$ cat config.mk
export PLATFORM = sky130hd
export DESIGN_NAME = mfa_loss_ctrl
export DESIGN_NICKNAME = d
export VERILOG_FILES = /design/src/rtl/mfa_pkg.sv /design/src/rtl/mfa_state_fsm.sv /design/src/rtl/mfa_sat_counter.sv /design/src/rtl/mfa_tx_override.sv /design/src/rtl/mfa_loss_ctrl.sv
export SDC_FILE = /design/constraint.sdc
export NUM_CORES = 1
export LEC_CHECK = 0
export ABC_AREA = 1
export BUFFER_PORTS_ARGS = -buffer_cell sky130_fd_sc_hd__buf_2
export CAP_MARGIN = 20
export CORE_MARGIN = 2
export CORE_UTILIZATION = 45
export CTS_CLUSTER_SIZE = 20
export DETAILED_ROUTE_END_ITERATION = 16
export GPL_TIMING_DRIVEN = 0
export PLACE_DENSITY = 0.69
export SKIP_CTS_REPAIR_TIMING = 1
export SLEW_MARGIN = 20
export SYNTH_ARGS = -nofsm -noshare
export SYNTH_HDL_FRONTEND = slang
export SYNTH_SLANG_ARGS = --single-unit
export TNS_END_PERCENT = 100
$ cat constraint.sdc
create_clock -name clk -period 2.1 [get_ports clk]
set_input_delay 0.21 -clock clk [delete_from_list [all_inputs] [get_ports clk]]
set_output_delay 0.21 -clock clk [all_outputs]
set_load 0.005 [all_outputs]
$ cat src/rtl/mfa_pkg.sv
package mfa_pkg;
   typedef enum logic [1:0] {
      MFA_WAIT_BFA = 2'd0,
      MFA_SEARCH   = 2'd1,
      MFA_ALIGNED  = 2'd2
   } mfa_state_e;

   localparam int MON_N         = 5;
   localparam int MON_CRC_ES    = 0;
   localparam int MON_EBIT_ES   = 1;
   localparam int MON_EBIT_CONT = 2;
   localparam int MON_SA6       = 3;
   localparam int MON_SA_STACK  = 4;
endpackage

$ cat src/rtl/mfa_state_fsm.sv
module mfa_state_fsm
   import mfa_pkg::*;
(
   input  logic       clk,
   input  logic       rst_n,
   input  logic       bfa_lost_i,
   input  logic       srch_done_i,
   output mfa_state_e state_o,
   output logic       srch_req_o
);
   mfa_state_e state_q;
   logic       req_q;

   always_ff @(posedge clk or negedge rst_n) begin
      if (!rst_n) begin
         state_q <= MFA_WAIT_BFA;
         req_q   <= 1'b0;
      end else begin
         req_q <= 1'b0;
         if (bfa_lost_i) begin
            state_q <= MFA_WAIT_BFA;
         end else begin
            unique case (state_q)
               MFA_WAIT_BFA: begin
                  state_q <= MFA_SEARCH;
                  req_q   <= 1'b1;
               end
               MFA_SEARCH: begin
                  if (srch_done_i) state_q <= MFA_ALIGNED;
               end
               MFA_ALIGNED: state_q <= MFA_ALIGNED;
               default:     state_q <= MFA_WAIT_BFA;
            endcase
         end
      end
   end

   assign state_o    = state_q;
   assign srch_req_o = req_q;
endmodule

$ cat src/rtl/mfa_sat_counter.sv
module mfa_sat_counter #(
   parameter int W        = 8,
   parameter bit SATURATE = 1'b1
) (
   input  logic         clk,
   input  logic         rst_n,
   input  logic         inc_i,
   output logic [W-1:0] cnt_o
);
   localparam logic [W-1:0] CNT_MAX = {W{1'b1}};

   logic [W-1:0] cnt_q;
   logic         step;

   generate
      if (SATURATE) begin : g_sat
         assign step = inc_i && (cnt_q != CNT_MAX);
      end else begin : g_wrap
         assign step = inc_i;
      end
   endgenerate

   always_ff @(posedge clk or negedge rst_n) begin
      if (!rst_n)    cnt_q <= '0;
      else if (step) cnt_q <= cnt_q + 1'b1;
   end

   assign cnt_o = cnt_q;
endmodule

$ cat src/rtl/mfa_tx_override.sv
module mfa_tx_override #(
   parameter int E_W = 2
) (
   input  logic           loss_i,
   input  logic           force_a_en_i,
   input  logic           force_e_en_i,
   input  logic           a_i,
   input  logic [E_W-1:0] e_i,
   output logic           a_o,
   output logic [E_W-1:0] e_o
);
   logic a_force;
   logic e_force;

   assign a_force = loss_i & force_a_en_i;
   assign e_force = loss_i & force_e_en_i;
   assign a_o     = a_i | a_force;

   generate
      for (genvar i = 0; i < E_W; i++) begin : g_ebit
         assign e_o[i] = e_i[i] & ~e_force;
      end
   endgenerate
endmodule

$ cat src/rtl/mfa_loss_ctrl.sv
module mfa_loss_ctrl
   import mfa_pkg::*;
#(
   parameter int CNT_W    = 16,
   parameter int PERF_W   = 16,
   parameter int NUM_PERF = 2,
   parameter int E_W      = 2,
   parameter bit SATURATE = 1'b1
) (
   input  logic                       clk,
   input  logic                       rst_n,
   input  logic                       bfa_lost_i,
   input  logic                       mf_srch_done_i,
   input  logic                       sec_tick_i,
   input  logic                       crc_err_i,
   input  logic                       ebit_err_i,
   input  logic                       sa_irq_i,
   input  logic                       tx_a_i,
   input  logic [E_W-1:0]             tx_e_i,
   input  logic                       cfg_force_a_i,
   input  logic                       cfg_force_e_i,
   input  logic [NUM_PERF-1:0]        cfg_perf_en_i,
   output logic                       mf_loss_o,
   output logic                       mf_srch_req_o,
   output logic [CNT_W-1:0]           crc_err_cnt_o,
   output logic [CNT_W-1:0]           ebit_err_cnt_o,
   output logic [MON_N-1:0]           mon_en_o,
   output logic                       sa_irq_o,
   output logic                       tx_a_o,
   output logic [E_W-1:0]             tx_e_o,
   output logic [NUM_PERF*PERF_W-1:0] perf_cnt_o
);
   localparam int PERF_BITS = NUM_PERF * PERF_W;

   generate
      if (CNT_W < 2 || CNT_W > 32) begin : g_bad_cnt_w
         $error("mfa_loss_ctrl: CNT_W must lie in 2..32");
      end
      if (PERF_W < 2 || PERF_W > 32) begin : g_bad_perf_w
         $error("mfa_loss_ctrl: PERF_W must lie in 2..32");
      end
      if (NUM_PERF < 1 || NUM_PERF > 8) begin : g_bad_num_perf
         $error("mfa_loss_ctrl: NUM_PERF must lie in 1..8");
      end
      if (E_W < 1 || E_W > 2) begin : g_bad_e_w
         $error("mfa_loss_ctrl: E_W must be 1 or 2");
      end
   endgenerate

   mfa_state_e state;
   logic       aligned;
   logic       loss;

   mfa_state_fsm u_fsm (
      .clk         (clk),
      .rst_n       (rst_n),
      .bfa_lost_i  (bfa_lost_i),
      .srch_done_i (mf_srch_done_i),
      .state_o     (state),
      .srch_req_o  (mf_srch_req_o)
   );

   assign aligned = (state == MFA_ALIGNED);
   assign loss    = ~aligned;

   mfa_sat_counter #(.W(CNT_W), .SATURATE(SATURATE)) u_crc_cnt (
      .clk   (clk),
      .rst_n (rst_n),
      .inc_i (crc_err_i & aligned),
      .cnt_o (crc_err_cnt_o)
   );

   mfa_sat_counter #(.W(CNT_W), .SATURATE(SATURATE)) u_ebit_cnt (
      .clk   (clk),
      .rst_n (rst_n),
      .inc_i (ebit_err_i & aligned),
      .cnt_o (ebit_err_cnt_o)
   );

   logic [PERF_BITS-1:0] perf_flat;

   generate
      for (genvar k = 0; k < NUM_PERF; k++) begin : g_perf
         mfa_sat_counter #(.W(PERF_W), .SATURATE(SATURATE)) u_perf (
            .clk   (clk),
            .rst_n (rst_n),
            .inc_i (sec_tick_i & loss & cfg_perf_en_i[k]),
            .cnt_o (perf_flat[k*PERF_W +: PERF_W])
         );
      end
      for (genvar m = 0; m < MON_N; m++) begin : g_mon
         assign mon_en_o[m] = aligned;
      end
   endgenerate

   assign perf_cnt_o = perf_flat;
   assign sa_irq_o   = sa_irq_i & aligned;
   assign mf_loss_o  = loss;

   mfa_tx_override #(.E_W(E_W)) u_tx (
      .loss_i       (loss),
      .force_a_en_i (cfg_force_a_i),
      .force_e_en_i (cfg_force_e_i),
      .a_i          (tx_a_i),
      .e_i          (tx_e_i),
      .a_o          (tx_a_o),
      .e_o          (tx_e_o)
   );
endmodule

==> results of run 1 <==
==> worst reg2reg max path, delay by kind of cell (launching register included) <==
| family | cells | cell delay (ps) |
|---|---|---|
| adder cells (fa/ha/maj) | 1 | 340 |
| AO/OA/AOI/OAI | 1 | 160 |
| flip-flops | 1 | 380 |
| AND/OR/NAND/NOR | 2 | 680 |
| buffers and inverters | 1 | 110 |
==> metal layers <==
metal	up-vias	track usage, %
met5	-	0
met4	0	6.533
met3	10	3.273
met2	87	33.73
met1	1798	26.81
li1	2050	-
==> layout make-up <==
cell class,count,area share [%]
Tap cell,108,2.754
Clock inverter,3,0.3060
Buffer,10,1.963
Clock buffer,12,2.958
Inverter,63,4.870
Multi-Input combinational cell,455,43.24
Timing Repair Buffer,91,9.740
Sequential cell,67,34.17
==> cell usage after synthesis <==
| cell | number | share of area [%] |
|---|---|---|
| a21boi_0 | 2 | 0.36 |
| a21o_1 | 1 | 0.18 |
| buf_4 | 5 | 0.91 |
| buf_6 | 4 | 1.1 |
| clkbuf_8 | 1 | 0.33 |
| dfrtp_1 | 67 | 41 |
| ha_1 | 7 | 2.1 |
| inv_1 | 59 | 5.4 |
| inv_2 | 3 | 0.27 |
| inv_4 | 1 | 0.15 |
| nand2_1 | 255 | 23 |
| nand2_2 | 3 | 0.45 |
| nand2_4 | 1 | 0.27 |
| nand3_1 | 31 | 3.8 |
| nand3b_1 | 9 | 1.6 |
| nand4_1 | 16 | 2.4 |
| nand4_2 | 1 | 0.30 |
| nor2_1 | 65 | 5.9 |
| nor2_2 | 8 | 1.2 |
| nor2_4 | 3 | 0.82 |
| nor3_1 | 2 | 0.24 |
| o21ai_0 | 26 | 3.1 |
| o21ai_2 | 2 | 0.42 |
| xnor2_1 | 15 | 3.2 |
| xor2_1 | 8 | 1.7 |
==> cells by family (layout without fill, tap and decap cells) <==
kind of cell,Yosys count,count (layout),synth area share [%]
buffers and inverters,73,179,8.116
adder cells (fa/ha/maj),7,7,2.120
flip-flops,67,67,40.58
AO/OA/AOI/OAI,31,31,4.119
AND/OR/NAND/NOR,394,394,40.19
XOR/XNOR,23,23,4.876
==> metrics by stage <==
| stage | cell area (µm²) | setup WS, ps |
|---|---|---|
| finish | 4907 | 291.4 |
| global route | 4907 | 121.5 |
| CTS | 4895 | 111.9 |
| detailed placement | 4735 | 117.5 |
| global placement | 4712 | 166.9 |
| floorplan | 4131 | 535.3 |
==> power by group through the flow <==
stage	Sequential [mW]	Combinational, mW	Clock, mW
floorplan	1.78	0.623	0
global placement	1.80	1.02	0
detailed placement	1.82	1.06	0
CTS	1.79	1.07	0.964
global route	1.84	1.21	1.02
finish	1.80	1.06	0.934
==> final timing paths <==
| kind | to | cells after the start |
|---|---|---|
| max in group asynchronous | u_crc_cnt.cnt_o[1] | 3 |
| max reg2reg | u_crc_cnt.cnt_o[9] | 5 |
| max | u_crc_cnt.cnt_o[9] | 5 |
| min reg2reg | u_ebit_cnt.cnt_o[15] | 2 |
| min in group asynchronous | g_perf[1].u_perf.cnt_o[9] | 2 |
| min | u_fsm.srch_req_o | 2 |
==> placed cells by master, fill, tap and decap left out, types with 2 or more instances in the layout <==
cell type  instances
nand3b_1           9
clkbuf_1           2
xor2_1             8
nor2_4             3
nand3_1           31
nor2_2             8
a21boi_0           2
inv_2              3
dfrtp_1           67
o21ai_2            2
nand2_1          255
nand2_2            3
clkbuf_8          11
o21ai_0           26
ha_1               6
xnor2_1           15
inv_1             59
nor3_1             2
buf_6              4
buf_4              6
nor2_1            65
nand4_1           16
buf_2             88
clkinv_2           3
==> sequential cells by signal, indices dropped and copies added, names as in the netlist <==
signal               count
g_perf.u_perf.cnt_o     32
u_fsm.srch_req_o         1
u_crc_cnt.cnt_o         16
u_fsm.state_o            2
u_ebit_cnt.cnt_o        16
==> reports/results.ini, run 1 <==
[worst_setup_path]
ff2ff_setup_slack_ps=290
r2r-start=u_fsm.state_o[0]
critPathTopFamily=simple AND/OR/NAND/NOR gates
critPathLaunchType=register
worst_path_largest_cell_delay_ps=520
crit_buf_inv=1
crit_path_start=u_fsm.state_o[0]
end_kind=register
crit_required_ps=2300
critPathMaxFanout=9
critical_path_class=register to register
arrival_ps=2000
critical_path.cell_chain=inv_1 -> ha_2 -> nand2_1 -> nor2_1 -> o21ai_0
critPathSlowestCell=nor2_1

[grt]
grt_max_degree=39
grt_usage_pct=20.14
antenna_found_initial=0
overflow=0
first_global_vias=3624
grt_pass1_wl_um=16440

[run_status]
status=finished clean

[power]
totalPowerFinal_mw=3.790
power_density_nw_per_um2=772.2
power_frac_clock_pct=24.6
p_leak_nw=2.596
switching_share_pct=35.69
p_int_mw=2.437
combPwrFrac_pct=27.8
p_seq_share_pct=47.5
irDropWorstVdd_v=0.0004666
switchingPower_mw=1.353

[floorplan]
fp.dieW_um=99.82
io_pins=90
die_y_um=99.82
core_um2=8806
initial_utilization_pct=46.92
fp.dieArea_um2=9963
rows=34

[placement]
port_buffers=89
dp_hpwl_um=7137
dpl.cell_count=793
place.gp.congestion=0.8425

[clock_network]
clock_sinks=67
cts-root-buf=clkbuf_8
clock_path_buffers=2
clkTransAtPathRegs_ps=70
cts_buffers=9
clk_latency_ps=340
tritoncts=yes
h-tree-depth=3

[logic_synthesis]
yosys_warnings=0
synth_cell_type_count=25
netlist_area_um2=4131
avgSynthCellArea_um2=6.944
syn_inst=595
syn_nets=617
synth_seq_cells=67
ys_seq_area_share_pct=40.58

[drt]
dr.pass1.iters=5
routed_wirelength_um=9510
drt-met1-wl_um=4498
vias=3945
via_per_inst=4.876
routedWlPerCell_um=11.76
wl_met3_um=424
antenna_left=0
drt_iter0_drc=120
drc=0
route.met2.wl_um=4479
maxUsedRoutingLayer=met4

[sta]
setup_tns_ps=0
fin_crit_ps=1809
clock-skew-final_ps=11.96
final_max_slew_viol_count=0
hold_viol=0
rsz0062_at_grt=false
fin_crit_sh_pct=86.12
slew_headroom_pct=58.74
holdWs_ps=60.04
finalSetupViolCount=0
tightest_slew_ps=616.6
fmax_ghz=0.5529

[layout]
final_cells=809
n_antenna_cell=0
layout-drive-gt1-share_pct=19.40
multi_input_area_um2=2122
area_delta_synth_final_pct=18.78
layout.area.seq_um2=1677
nFillCells=851
fin_nets=719
utilization_pct=55.73

[min_path]
worstHoldStart=bfa_lost_i
holdCritPathClass=primary input to register

[run]
drv_cap=0

Power figures use the tool's default switching activity.
==> run 2, diff against run 1 <==
Settings changed: ABC_AREA 1 to default, PLACE_DENSITY 0.69 to 0.71.
==> run 2 against run 1 <==
Die area shrank 16%. Maximum frequency is 12% lower. Sequential share of layout area is 5.4 points higher. Critical path depth grew 1. Total power down 2.1%. Final cell count fell by 35%. Hold slack worse by 4.0 ps. Global-route usage is 2.3 points lower. Final area decreased by 14%. Register-to-register slack got worse by 250 ps. Synthesized cell count shrank 47%. Sequential power hardly changed. Largest cell class unchanged.
==> reports/results.ini, run 2 <==
[power]
irDropWorstVdd_v=0.0004605  ; -1.3%
power_density_nw_per_um2=874.4  ; +13%
p_leak_nw=2.154  ; -17%

[grt]
grt_max_degree=37  ; -5.1%
antenna_found_initial=0  ; unchanged
overflow=0  ; unchanged
grt_pass1_wl_um=12130  ; -26%
grt_usage_pct=17.88  ; -2.3 points
first_global_vias=2590  ; -29%

[logic_synthesis]
synth_cell_type_count=48  ; +92%
synth-async-reset-ratio_pct=100.0  ; unchanged
ys.flop_type=dfrtp_1
ys_seq_area_share_pct=48.96  ; +8.4 points
netlist_area_um2=3425  ; -17%
syn_inst=318  ; -47%
yosys_warnings=0  ; unchanged
yosysTopAreaCell=dfrtp_1
synth_edf_count=0  ; unchanged
yosysMostFrequentCell=dfrtp_1
avgSynthCellArea_um2=10.77  ; +55%
synth.area.top_cells=dfrtp_1, xor2_1, xnor2_1
synth_top_area_share_pct=48.96  ; +8.4 points
synth_seq_cells=67  ; unchanged
syn_nets=340  ; -45%
synth_common_cells=dfrtp_1, xor2_1, nand2_1

[sta]
slew_headroom_pct=61.02  ; +2.3 points
setup_tns_ps=0  ; unchanged
fin_crit_ps=2057  ; +248.6 ps
fin_crit_sh_pct=97.96  ; +12 points
holdWs_ps=56.01  ; -4.028 ps
hold_viol=0  ; unchanged
finalSetupViolCount=0  ; unchanged
fmax_ghz=0.4861  ; -12%
setup_slack_ps=42.87  ; -248.6 ps
clock-skew-final_ps=10.02  ; -1.939 ps
tightest_slew_ps=582.5  ; -34.02 ps
final_max_slew_viol_count=0  ; unchanged

[clock_network]
tritoncts=yes
clk_latency_ps=340  ; about the same
cts_buffers=9  ; unchanged
clock_path_buffers=2  ; unchanged
clkTransAtPathRegs_ps=80  ; about the same
clock_sinks=67  ; unchanged
cts-root-buf=clkbuf_8
h-tree-depth=3  ; unchanged

[drt]
dr.pass1.iters=6  ; +1
via_per_inst=5.359  ; +9.9%
vias=2824  ; -28%
routed_wirelength_um=7398  ; -22%
drc=0  ; unchanged
routedWlPerCell_um=14.04  ; +19%
drt_iter0_drc=115  ; -4.2%
antenna_left=0  ; unchanged

[floorplan]
rows=31  ; -8.8%
core_um2=7292  ; -17%
fp.dieW_um=91.24  ; -8.6%
fp.dieArea_um2=8324  ; -16%
die_y_um=91.24  ; -8.6%
io_pins=90  ; unchanged
initial_utilization_pct=46.96  ; about the same

[worst_setup_path]
ff2ff_setup_slack_ps=40  ; -250 ps
crit_required_ps=2320  ; +20 ps
arrival_ps=2280  ; +280 ps
critPathMaxFanout=14  ; +5
critPathLaunchType=register
end_kind=register
critical_path_class=register to register

[layout]
n_antenna_cell=0  ; unchanged
utilization_pct=58.18  ; +2.5 points
layout_common_cells=buf_2, dfrtp_1, xor2_1
fin_nets=446  ; -38%
final_cells=527  ; -35%
final_common_cell=buf_2
layout.area.seq_um2=1677  ; unchanged
nFillCells=653  ; -23%
multi_input_area_um2=1694  ; -20%
area_delta_synth_final_pct=23.89
layout-drive-gt1-share_pct=32.71  ; +13 points
largest_reg_flops=32  ; unchanged

[placement]
dpl.cell_count=507  ; -36%
dp_slack_ps=-118.7  ; -236.2 ps
place.gp.congestion=0.8497  ; +0.85%
port_buffers=89  ; unchanged
dp_hpwl_um=5329  ; -25%

[run]
drv_cap=0  ; unchanged

[min_path]
holdCritPathClass=primary input to register

[run_status]
status=finished clean

[run 2: power breakdown]
part	internal, mW	total, mW	switching (mW)
clock	0.447	0.928	0.481
combinational	0.526	0.996	0.470
sequential	1.51	1.79	0.280
[run 2: logic make-up (layout without fill, tap and decap cells)]
logic type                 count (synthesis)  in the layout  synth area share [%]
adders and majority gates                  7              7                 2.557
DFF                                       67             67                 48.96
buffers and inverters                     13            123                 2.192
and+or+nand+nor                          139            139                 23.86
muxes                                      8              8                 2.557
AOI/OAI and AO/OA                         31             31                 6.102
xor gates and xnor gates                  53             53                 13.77
[run 2: through the flow]
stage	area, µm²	total power [mW]
2_1_floorplan	3437	2.336
3_3_place_gp	4006	2.747
3_5_place_dp	4029	2.791
4_1_cts	4197	3.740
5_1_grt	4243	3.951
6_report	4243	3.710
[run 2: worst paths after layout]
kind | endpoint | from | cells past startpoint
worst max-delay path | g_perf[0].u_perf.cnt_o[12] | u_fsm.state_o[0] | 6
worst min-delay path | u_fsm.state_o[1] | bfa_lost_i | 2
worst max register to register | g_perf[0].u_perf.cnt_o[12] | u_fsm.state_o[0] | 6
worst min register to register | g_perf[0].u_perf.cnt_o[15] | g_perf[0].u_perf.cnt_o[15] | 1
max in group asynchronous | g_perf[0].u_perf.cnt_o[4] | rst_n | 3
min in group asynchronous | g_perf[0].u_perf.cnt_o[14] | rst_n | 2
[run 2: final cells by class]
cell class | instances | share of cell area (%)
Tap cell | 99 | 2.919
Inverter | 5 | 0.4423
Timing Repair Buffer | 96 | 12.15
Buffer | 7 | 1.091
Sequential cell | 67 | 39.52
Clock inverter | 5 | 0.7078
Clock buffer | 10 | 3.244
Multi-Input combinational cell | 238 | 39.93
[run 2: per-layer routing]
layer	wire length, µm	GRT usage (%)
met1	3425	23.59
met2	3446	28.52
met3	404	3.485
met4	122	8.081
met5	0	0
[run 2: critical path: stages (launching register included)]
cell	delay, ps
dfrtp_1	390
inv_2	70
ha_4	220
nand3b_4	180
or3_4	410
or4b_4	540
xnor2_2	140
